<file path="config.mk">
export PLATFORM = sky130hd
export DESIGN_NAME = idx_ea_seq
export DESIGN_NICKNAME = d
export VERILOG_FILES = /design/src/rtl/idx_ea_pkg.sv /design/src/rtl/idx_ea_pc.sv /design/src/rtl/idx_ea_fsm.sv /design/src/rtl/idx_ea_dp.sv /design/src/rtl/idx_ea_seq.sv
export SDC_FILE = /design/constraint.sdc
export NUM_CORES = 1
export LEC_CHECK = 0
export ABC_AREA = 1
export BUFFER_PORTS_ARGS = -buffer_cell sky130_fd_sc_hd__buf_2
export CORE_ASPECT_RATIO = 1.2
export CORE_MARGIN = 4
export CORE_UTILIZATION = 40
export DETAILED_ROUTE_END_ITERATION = 16
export HOLD_SLACK_MARGIN = 0.15
export PLACE_DENSITY = 0.62
export SETUP_SLACK_MARGIN = 0.2
export SYNTH_ARGS = -nofsm -noshare
export SYNTH_HDL_FRONTEND = slang
export SYNTH_HIERARCHICAL = 1
export SYNTH_SLANG_ARGS = --single-unit
</file>
<file path="constraint.sdc">
create_clock -name clk -period 2 [get_ports clk]
set_clock_uncertainty 0.2 [all_clocks]
set_input_delay 0.1 -clock clk [delete_from_list [all_inputs] [get_ports clk]]
set_output_delay 0.1 -clock clk [all_outputs]
set_load 0.05 [all_outputs]
</file>
<file path="src/rtl/idx_ea_pkg.sv">
// Shared types for the indexed effective address sequencer.
// Assumes: encodings below are the block's port-level encodings.
package idx_ea_pkg;

    typedef enum logic {
        EA_ABS = 1'b0,
        EA_ZP  = 1'b1
    } ea_mode_e;

    typedef enum logic [1:0] {
        OPC_RD  = 2'd0,
        OPC_WR  = 2'd1,
        OPC_RMW = 2'd2,
        OPC_RSV = 2'd3
    } op_cls_e;

    typedef enum logic [2:0] {
        SQ_IDLE = 3'd0,
        SQ_LO   = 3'd1,
        SQ_HI   = 3'd2,
        SQ_ZPD  = 3'd3,
        SQ_FIX  = 3'd4,
        SQ_ACC  = 3'd5,
        SQ_WB   = 3'd6
    } seq_st_e;

endpackage

</file>
<file path="src/rtl/idx_ea_pc.sv">
// Program counter for the base-byte fetches.
// Loads the start address when a sequence is accepted and steps by one
// for each base byte fetched. Assumes load and step are never both high.
module idx_ea_pc #(
    parameter int AW = 16
) (
    input  logic          clk,
    input  logic          rst_n,
    input  logic          load,
    input  logic [AW-1:0] load_val,
    input  logic          step,
    output logic [AW-1:0] pc_q
);

    // Counter register: load on accept, step on fetch, hold otherwise.
    always_ff @(posedge clk) begin
        if (!rst_n) begin
            pc_q <= '0;
        end else if (load) begin
            pc_q <= load_val;
        end else if (step) begin
            pc_q <= pc_q + AW'(1);
        end
    end

endmodule

</file>
<file path="src/rtl/idx_ea_fsm.sv">
// Bus-cycle sequencer control.
// Latches mode and class at accept, walks the fetch/dummy/access states
// and raises done in the cycle after the last bus cycle.
// Assumes carry_nx is valid while in SQ_HI (low byte plus index).
module idx_ea_fsm
    import idx_ea_pkg::*;
(
    input  logic     clk,
    input  logic     rst_n,
    input  logic     start,
    input  logic     mode,
    input  logic [1:0] op_class,
    input  logic     carry_nx,
    output seq_st_e  st_q,
    output ea_mode_e mode_q,
    output op_cls_e  cls_q,
    output logic     accept,
    output logic     done
);

    seq_st_e st_nx;
    logic    wr_kind;

    assign accept  = start && (st_q == SQ_IDLE);
    assign wr_kind = (cls_q == OPC_WR) || (cls_q == OPC_RMW);

    // Next-state selection for the cycle sequence.
    always_comb begin
        st_nx = st_q;
        unique case (st_q)
            SQ_IDLE: if (start) st_nx = SQ_LO;
            SQ_LO:   st_nx = (mode_q == EA_ABS) ? SQ_HI : SQ_ZPD;
            SQ_HI:   st_nx = (carry_nx || wr_kind) ? SQ_FIX : SQ_ACC;
            SQ_ZPD:  st_nx = SQ_ACC;
            SQ_FIX:  st_nx = SQ_ACC;
            SQ_ACC:  st_nx = (cls_q == OPC_RMW) ? SQ_WB : SQ_IDLE;
            SQ_WB:   st_nx = SQ_IDLE;
            default: st_nx = SQ_IDLE;
        endcase
    end

    // State register.
    always_ff @(posedge clk) begin
        if (!rst_n) st_q <= SQ_IDLE;
        else        st_q <= st_nx;
    end

    // Capture mode and class when a sequence is accepted.
    always_ff @(posedge clk) begin
        if (!rst_n) begin
            mode_q <= EA_ABS;
            cls_q  <= OPC_RD;
        end else if (accept) begin
            mode_q <= ea_mode_e'(mode);
            cls_q  <= op_cls_e'(op_class);
        end
    end

    // Completion pulse one cycle after the final bus cycle.
    always_ff @(posedge clk) begin
        if (!rst_n) done <= 1'b0;
        else        done <= ((st_q == SQ_ACC) && (cls_q != OPC_RMW)) || (st_q == SQ_WB);
    end

endmodule

</file>
<file path="src/rtl/idx_ea_dp.sv">
// Address datapath: base byte registers, index adder, high-byte fixup,
// address/strobe selection and read-data capture.
// Assumes mem_rdata is valid during the cycle whose address is driven.
module idx_ea_dp
    import idx_ea_pkg::*;
#(
    parameter int AW = 16,
    parameter int DW = 8
) (
    input  logic          clk,
    input  logic          rst_n,
    input  seq_st_e       st,
    input  op_cls_e       cls,
    input  logic          accept,
    input  logic          idx_sel,
    input  logic [DW-1:0] x_idx,
    input  logic [DW-1:0] y_idx,
    input  logic [DW-1:0] store_val,
    input  logic [AW-1:0] pc,
    input  logic [DW-1:0] mem_rdata,
    output logic [AW-1:0] mem_addr,
    output logic [DW-1:0] mem_wdata,
    output logic          mem_we,
    output logic [DW-1:0] rd_data,
    output logic          carry_nx,
    output logic          carry_q
);

    localparam int HW = AW - DW;

    logic [DW-1:0] lo_q;
    logic [HW-1:0] hi_q;
    logic [DW-1:0] idx_q;
    logic [DW-1:0] sum_q;
    logic [DW-1:0] sum_nx;
    logic [DW-1:0] wv_q;

    // Index adder on the low base byte; carry feeds the sequencer.
    assign {carry_nx, sum_nx} = {1'b0, lo_q} + {1'b0, idx_q};

    // Latch the selected index and store byte when a sequence starts.
    always_ff @(posedge clk) begin
        if (!rst_n) begin
            idx_q <= '0;
            wv_q  <= '0;
        end else if (accept) begin
            idx_q <= idx_sel ? y_idx : x_idx;
            wv_q  <= store_val;
        end
    end

    // Base bytes, sum and high-byte correction per state.
    always_ff @(posedge clk) begin
        if (!rst_n) begin
            lo_q    <= '0;
            hi_q    <= '0;
            sum_q   <= '0;
            carry_q <= 1'b0;
        end else begin
            unique case (st)
                SQ_LO: lo_q <= mem_rdata;
                SQ_HI: begin
                    hi_q    <= mem_rdata[HW-1:0];
                    sum_q   <= sum_nx;
                    carry_q <= carry_nx;
                end
                SQ_ZPD: begin
                    hi_q    <= '0;
                    sum_q   <= sum_nx;
                    carry_q <= 1'b0;
                end
                SQ_FIX: hi_q <= hi_q + HW'(carry_q);
                default: ;
            endcase
        end
    end

    // Address selection for each bus cycle.
    always_comb begin
        unique case (st)
            SQ_ZPD:                 mem_addr = {{HW{1'b0}}, lo_q};
            SQ_FIX, SQ_ACC, SQ_WB:  mem_addr = {hi_q, sum_q};
            default:                mem_addr = pc;
        endcase
    end

    assign mem_we    = ((st == SQ_ACC) && (cls == OPC_WR)) || (st == SQ_WB);
    assign mem_wdata = wv_q;

    // Operand capture in the access cycle of read-type classes.
    always_ff @(posedge clk) begin
        if (!rst_n)                             rd_data <= '0;
        else if ((st == SQ_ACC) && (cls != OPC_WR)) rd_data <= mem_rdata;
    end

endmodule

</file>
<file path="src/rtl/idx_ea_seq.sv">
// Indexed effective address sequencer, top level.
// Ties the controller, datapath and program counter together.
// Assumes a memory that answers a read in the cycle it is addressed.
module idx_ea_seq
    import idx_ea_pkg::*;
#(
    parameter int AW = 16,
    parameter int DW = 8
) (
    input  logic          clk,
    input  logic          rst_n,
    input  logic          start,
    input  logic          mode,
    input  logic          idx_sel,
    input  logic [1:0]    op_class,
    input  logic [DW-1:0] x_idx,
    input  logic [DW-1:0] y_idx,
    input  logic [AW-1:0] pc_in,
    input  logic [DW-1:0] store_val,
    output logic [AW-1:0] mem_addr,
    input  logic [DW-1:0] mem_rdata,
    output logic [DW-1:0] mem_wdata,
    output logic          mem_we,
    output logic          busy,
    output logic          done,
    output logic [DW-1:0] rd_data,
    output logic [AW-1:0] pc_out
);

    seq_st_e  st_q;
    ea_mode_e mode_q;
    op_cls_e  cls_q;
    logic     accept;
    logic     carry_nx;
    logic     carry_q;
    logic     pc_step;

    assign busy    = (st_q != SQ_IDLE);
    assign pc_step = (st_q == SQ_LO) || (st_q == SQ_HI);

    idx_ea_fsm u_fsm (
        .clk      (clk),
        .rst_n    (rst_n),
        .start    (start),
        .mode     (mode),
        .op_class (op_class),
        .carry_nx (carry_nx),
        .st_q     (st_q),
        .mode_q   (mode_q),
        .cls_q    (cls_q),
        .accept   (accept),
        .done     (done)
    );

    idx_ea_pc #(.AW(AW)) u_pc (
        .clk      (clk),
        .rst_n    (rst_n),
        .load     (accept),
        .load_val (pc_in),
        .step     (pc_step),
        .pc_q     (pc_out)
    );

    idx_ea_dp #(.AW(AW), .DW(DW)) u_dp (
        .clk       (clk),
        .rst_n     (rst_n),
        .st        (st_q),
        .cls       (cls_q),
        .accept    (accept),
        .idx_sel   (idx_sel),
        .x_idx     (x_idx),
        .y_idx     (y_idx),
        .store_val (store_val),
        .pc        (pc_out),
        .mem_rdata (mem_rdata),
        .mem_addr  (mem_addr),
        .mem_wdata (mem_wdata),
        .mem_we    (mem_we),
        .rd_data   (rd_data),
        .carry_nx  (carry_nx),
        .carry_q   (carry_q)
    );

endmodule

</file>
==> flow_summary.yaml <==
sta:
  setup_viol: 0
  relSlewSlack_pct: 70.67
  worst_pin_slew_ns: 0.4395
  fin_crit_sh_pct: 96.78
  rsz0062_at_grt: "yes"
  hold_slack_ns: 0.1729
  setup_slack_ns: 0.06447
  fmax_mhz: 516.7
  setup_tns_ns: 0
  period_needed_ns: 1.936
  final_max_slew_viol_count: 0
  hold_viol: 0
setup_path:
  slowest_stage: "dfxtp_4"
  r2r-start: "u_fsm/st_q[0]$_SDFFE_PN0P_"
  cp.depth: 6
  r2r_slack_ns: 0.12
  crit_top_cell: "buf_4"
  crit_fanout: 9
  crit_family: "buffers and inverters"
  cp.buffers_inverters: 3
  r2r_end: "u_dp/hi_q[3]$_SDFFE_PN0P_"
  cp_data_arrival_time_ns: 1.64
  worstSetupPathType: "register to output pin"
  cp_data_required_time_ns: 1.70
  r2r_cells: 9
  crit_chain: "nand2_8, nor2_4, inv_2, buf_4, o211ai_1, buf_4"
  critPathCaptureType: "output pin"
  max_stage_delay_ns: 0.40
  startpoint_type: "register"
synth:
  avgSynthCellArea_um2: 6.678
  postSynthCellCount: 620
  netlist_area_um2: 4140
  seq_area_frac_synth_pct: 34.81
  synth_fp_nets: 688
  ys_ff_latch: 72
  synthFlopType: "dfxtp_1"
  synth_edf_count: 0
  ys.warnings.count: 6
  async_flop_share_pct: 0
  synth_cell_types: 34
power:
  p_leak_uw: 0.002976
  clkPwrFrac_pct: 25.6
  combPwrFrac_pct: 42.7
  cellPowerDensity_nw_per_um2: 953.2
  pwr-share-seq_pct: 31.6
  intPower_uw: 3598
  peakVddDrop_v: 0.0004486
  swShare_pct: 40.78
  p_sw_uw: 2478
clock_tree:
  cts-root-buf: "clkbuf_16"
  cts_buffers: 9
  htreeDepth: 3
  clock_sinks: 72
  cts_buffer_depth: 2
  insertion_delay_ns: 0.33
  clkSlewWorstSetupHoldPaths_ns: 0.05
  cts_tree: "yes"
route:
  post_drt_via_cell_ratio: 5.143
  routed-via-count: 4891
  postRouteAntennaNets: 0
  drt-initial-drc-count: 264
  drt-wirelength-per-cell_um: 15.43
  postRouteWirelength_mm: 14.67
  post-route-drc-count: 0
  firstDrtPassIters: 8
grt:
  first_global_vias: 4836
  grt_max_degree: 39
  grt_overflow_total: 0
  grt_pass1_wl_mm: 23.00
  antenna_found_initial: 0
  grt_usage_pct: 23.84
hold_path:
  min_path_cells: 6
  hold_path_startpoint: "idx_sel"
  min_path_type: "input port to register"
  min_delay_worst_endpoint: "u_dp/idx_q[4]$_SDFFE_PN0P_"
final_layout:
  drive_above_1_share_pct: 30.30
  syn_to_final_growth_pct: 53.94
  fin_util_pct: 63.36
  num_antenna_cells: 0
  finalNetCount: 888
  final_area_um2: 6374
placement:
  place_ws_ns: -0.07898
  place_area_um2: 4800
  dp_hpwl_mm: 9.466
  gp_congestion: 0.9215
  numPortBuffers: 105
die:
  core_um2: 10060
  ios: 106
  die_x_um: 100.9
  die_area_um2: 12050
  die_y_um: 119.5
  start_util_pct: 41.16
  row_count: 40
outcome:
  outcome: "finished clean"
run:
  maxCapViolCount: 0
## worst max-delay path by stage
stage | from | end | slack (ns)
2_1_floorplan | u_fsm/st_q[1]$_SDFFE_PN0P_ | mem_addr[0] | 0.17
3_3_place_gp | u_dp/lo_q[0]$_SDFFE_PN0N_ | u_fsm/st_q[0]$_SDFFE_PN0P_ | 0.08
3_5_place_dp | u_fsm/st_q[2]$_SDFFE_PN0P_ | u_pc/pc_q[15]$_SDFFE_PN0P_ | -0.08
4_1_cts | u_fsm/st_q[0]$_SDFFE_PN0P_ | mem_addr[5] | 0.06
5_1_grt | u_fsm/st_q[1]$_SDFFE_PN0P_ | mem_addr[10] | -0.04
6_report | u_fsm/st_q[0]$_SDFFE_PN0P_ | mem_addr[1] | 0.06
## cell usage after synthesis, types with 4 or more instances
cell type / instances / area [µm²]
o21ai_1: 14 / 70.07
dfxtp_1: 72 / 1441
o21ai_0: 46 / 230.2
nor2_2: 10 / 62.56
a21oi_1: 39 / 195.2
o211ai_1: 17 / 127.6
nor2_1: 66 / 247.7
o21bai_1: 4 / 30.03
buf_2: 4 / 20.02
nand4_1: 4 / 25.02
ha_1: 12 / 150.1
inv_2: 6 / 22.52
a22oi_1: 10 / 75.07
xor2_1: 5 / 43.79
buf_4: 4 / 30.03
nand3_1: 54 / 270.3
xnor2_1: 4 / 35.03
nand2_1: 138 / 518.0
clkbuf_1: 11 / 41.29
nand2_2: 5 / 31.28
inv_1: 74 / 277.8
## sequential cells by signal, summed over array words and instances (netlist names), 2 cells and up
name            cells
u_dp/hi_q           8
u_dp/sum_q          8
u_dp/idx_q          8
u_fsm/cls_q         2
u_dp/lo_q           8
u_pc/pc_q          16
u_fsm/st_q          3
u_dp/rd_data        8
u_dp/mem_wdata      8
## timing repair
action,4_1_cts,5_1_grt
setup buffers,17,14
pin swaps,13,32
resized for setup,47,51
cloned,3,1
setup endpoints to repair,39,55
hold buffers,61,0
hold endpoints to repair,63,0
## worst min-delay path: stages
cell,delay (ns)
buf_2,0.15
inv_1,0.14
nand2_1,0.09
nand3_1,0.06
o211ai_1,0.08
inv_1,0.04
## power by group through the flow
stage | clock, µW | sequential [µW] | combinational [µW]
2_1_floorplan | 0 | 2160 | 1210
3_3_place_gp | 0 | 1920 | 1930
3_5_place_dp | 0 | 1930 | 1950
4_1_cts | 1590 | 1900 | 2300
5_1_grt | 1660 | 1960 | 2800
6_report | 1560 | 1920 | 2600
## layer usage
layer / part of all wire (%) / up-vias / track usage [%]
met1: 39 / 2221 / 27.25
li1: - / 2413 / -
met3: 7.1 / 41 / 5.507
met4: 3.0 / 0 / 10.36
met2: 51 / 216 / 41.60
met5: 0 / - / 0
## final cells by class
type                       count  area [µm²]
clock buffer                  12       236.5
clock inverter                 4       45.04
timing repair buffer         209        1624
sequential                    72        1458
fill                         883        3686
timing repair inverter         2       15.01
tap                          126       157.7
multi-input combinational    445        2511
inverter                      81       326.6
## cell usage in the layout (no fill, tap or decap), types with 5 or more instances in the layout
cell type      instances
o21ai_1                8
dlygate4sd3_1         61
nand3_2                8
nor2_4                 6
clkbuf_16             10
buf_2                 88
nand3_1               47
buf_6                  8
dfxtp_1               65
nand2_2               11
buf_4                 46
xor2_1                 5
nor2_1                55
a22oi_1                9
nand2_1              128
clkinvlp_4             5
o21ai_2                7
o21ai_0               45
nor2_2                18
inv_1                 71
a21oi_1               34
ha_1                   9
o211ai_1              17
## metrics by stage
stage               total power (µW)  instances
floorplan                       3376        620
global placement                3855        839
detailed placement              3886        839
CTS                             5790        936
global route                    6415        951
finish                          6075        951
## logic make-up after synthesis
logic type	count (synthesis)	synth area share, %
compound gates	135	18.53
xor+xnor	9	1.904
fa+ha+maj	13	4.110
buf+inv	103	10.40
flops	72	34.81
simple gates	288	30.25
(Power assumes the default switching activity.)
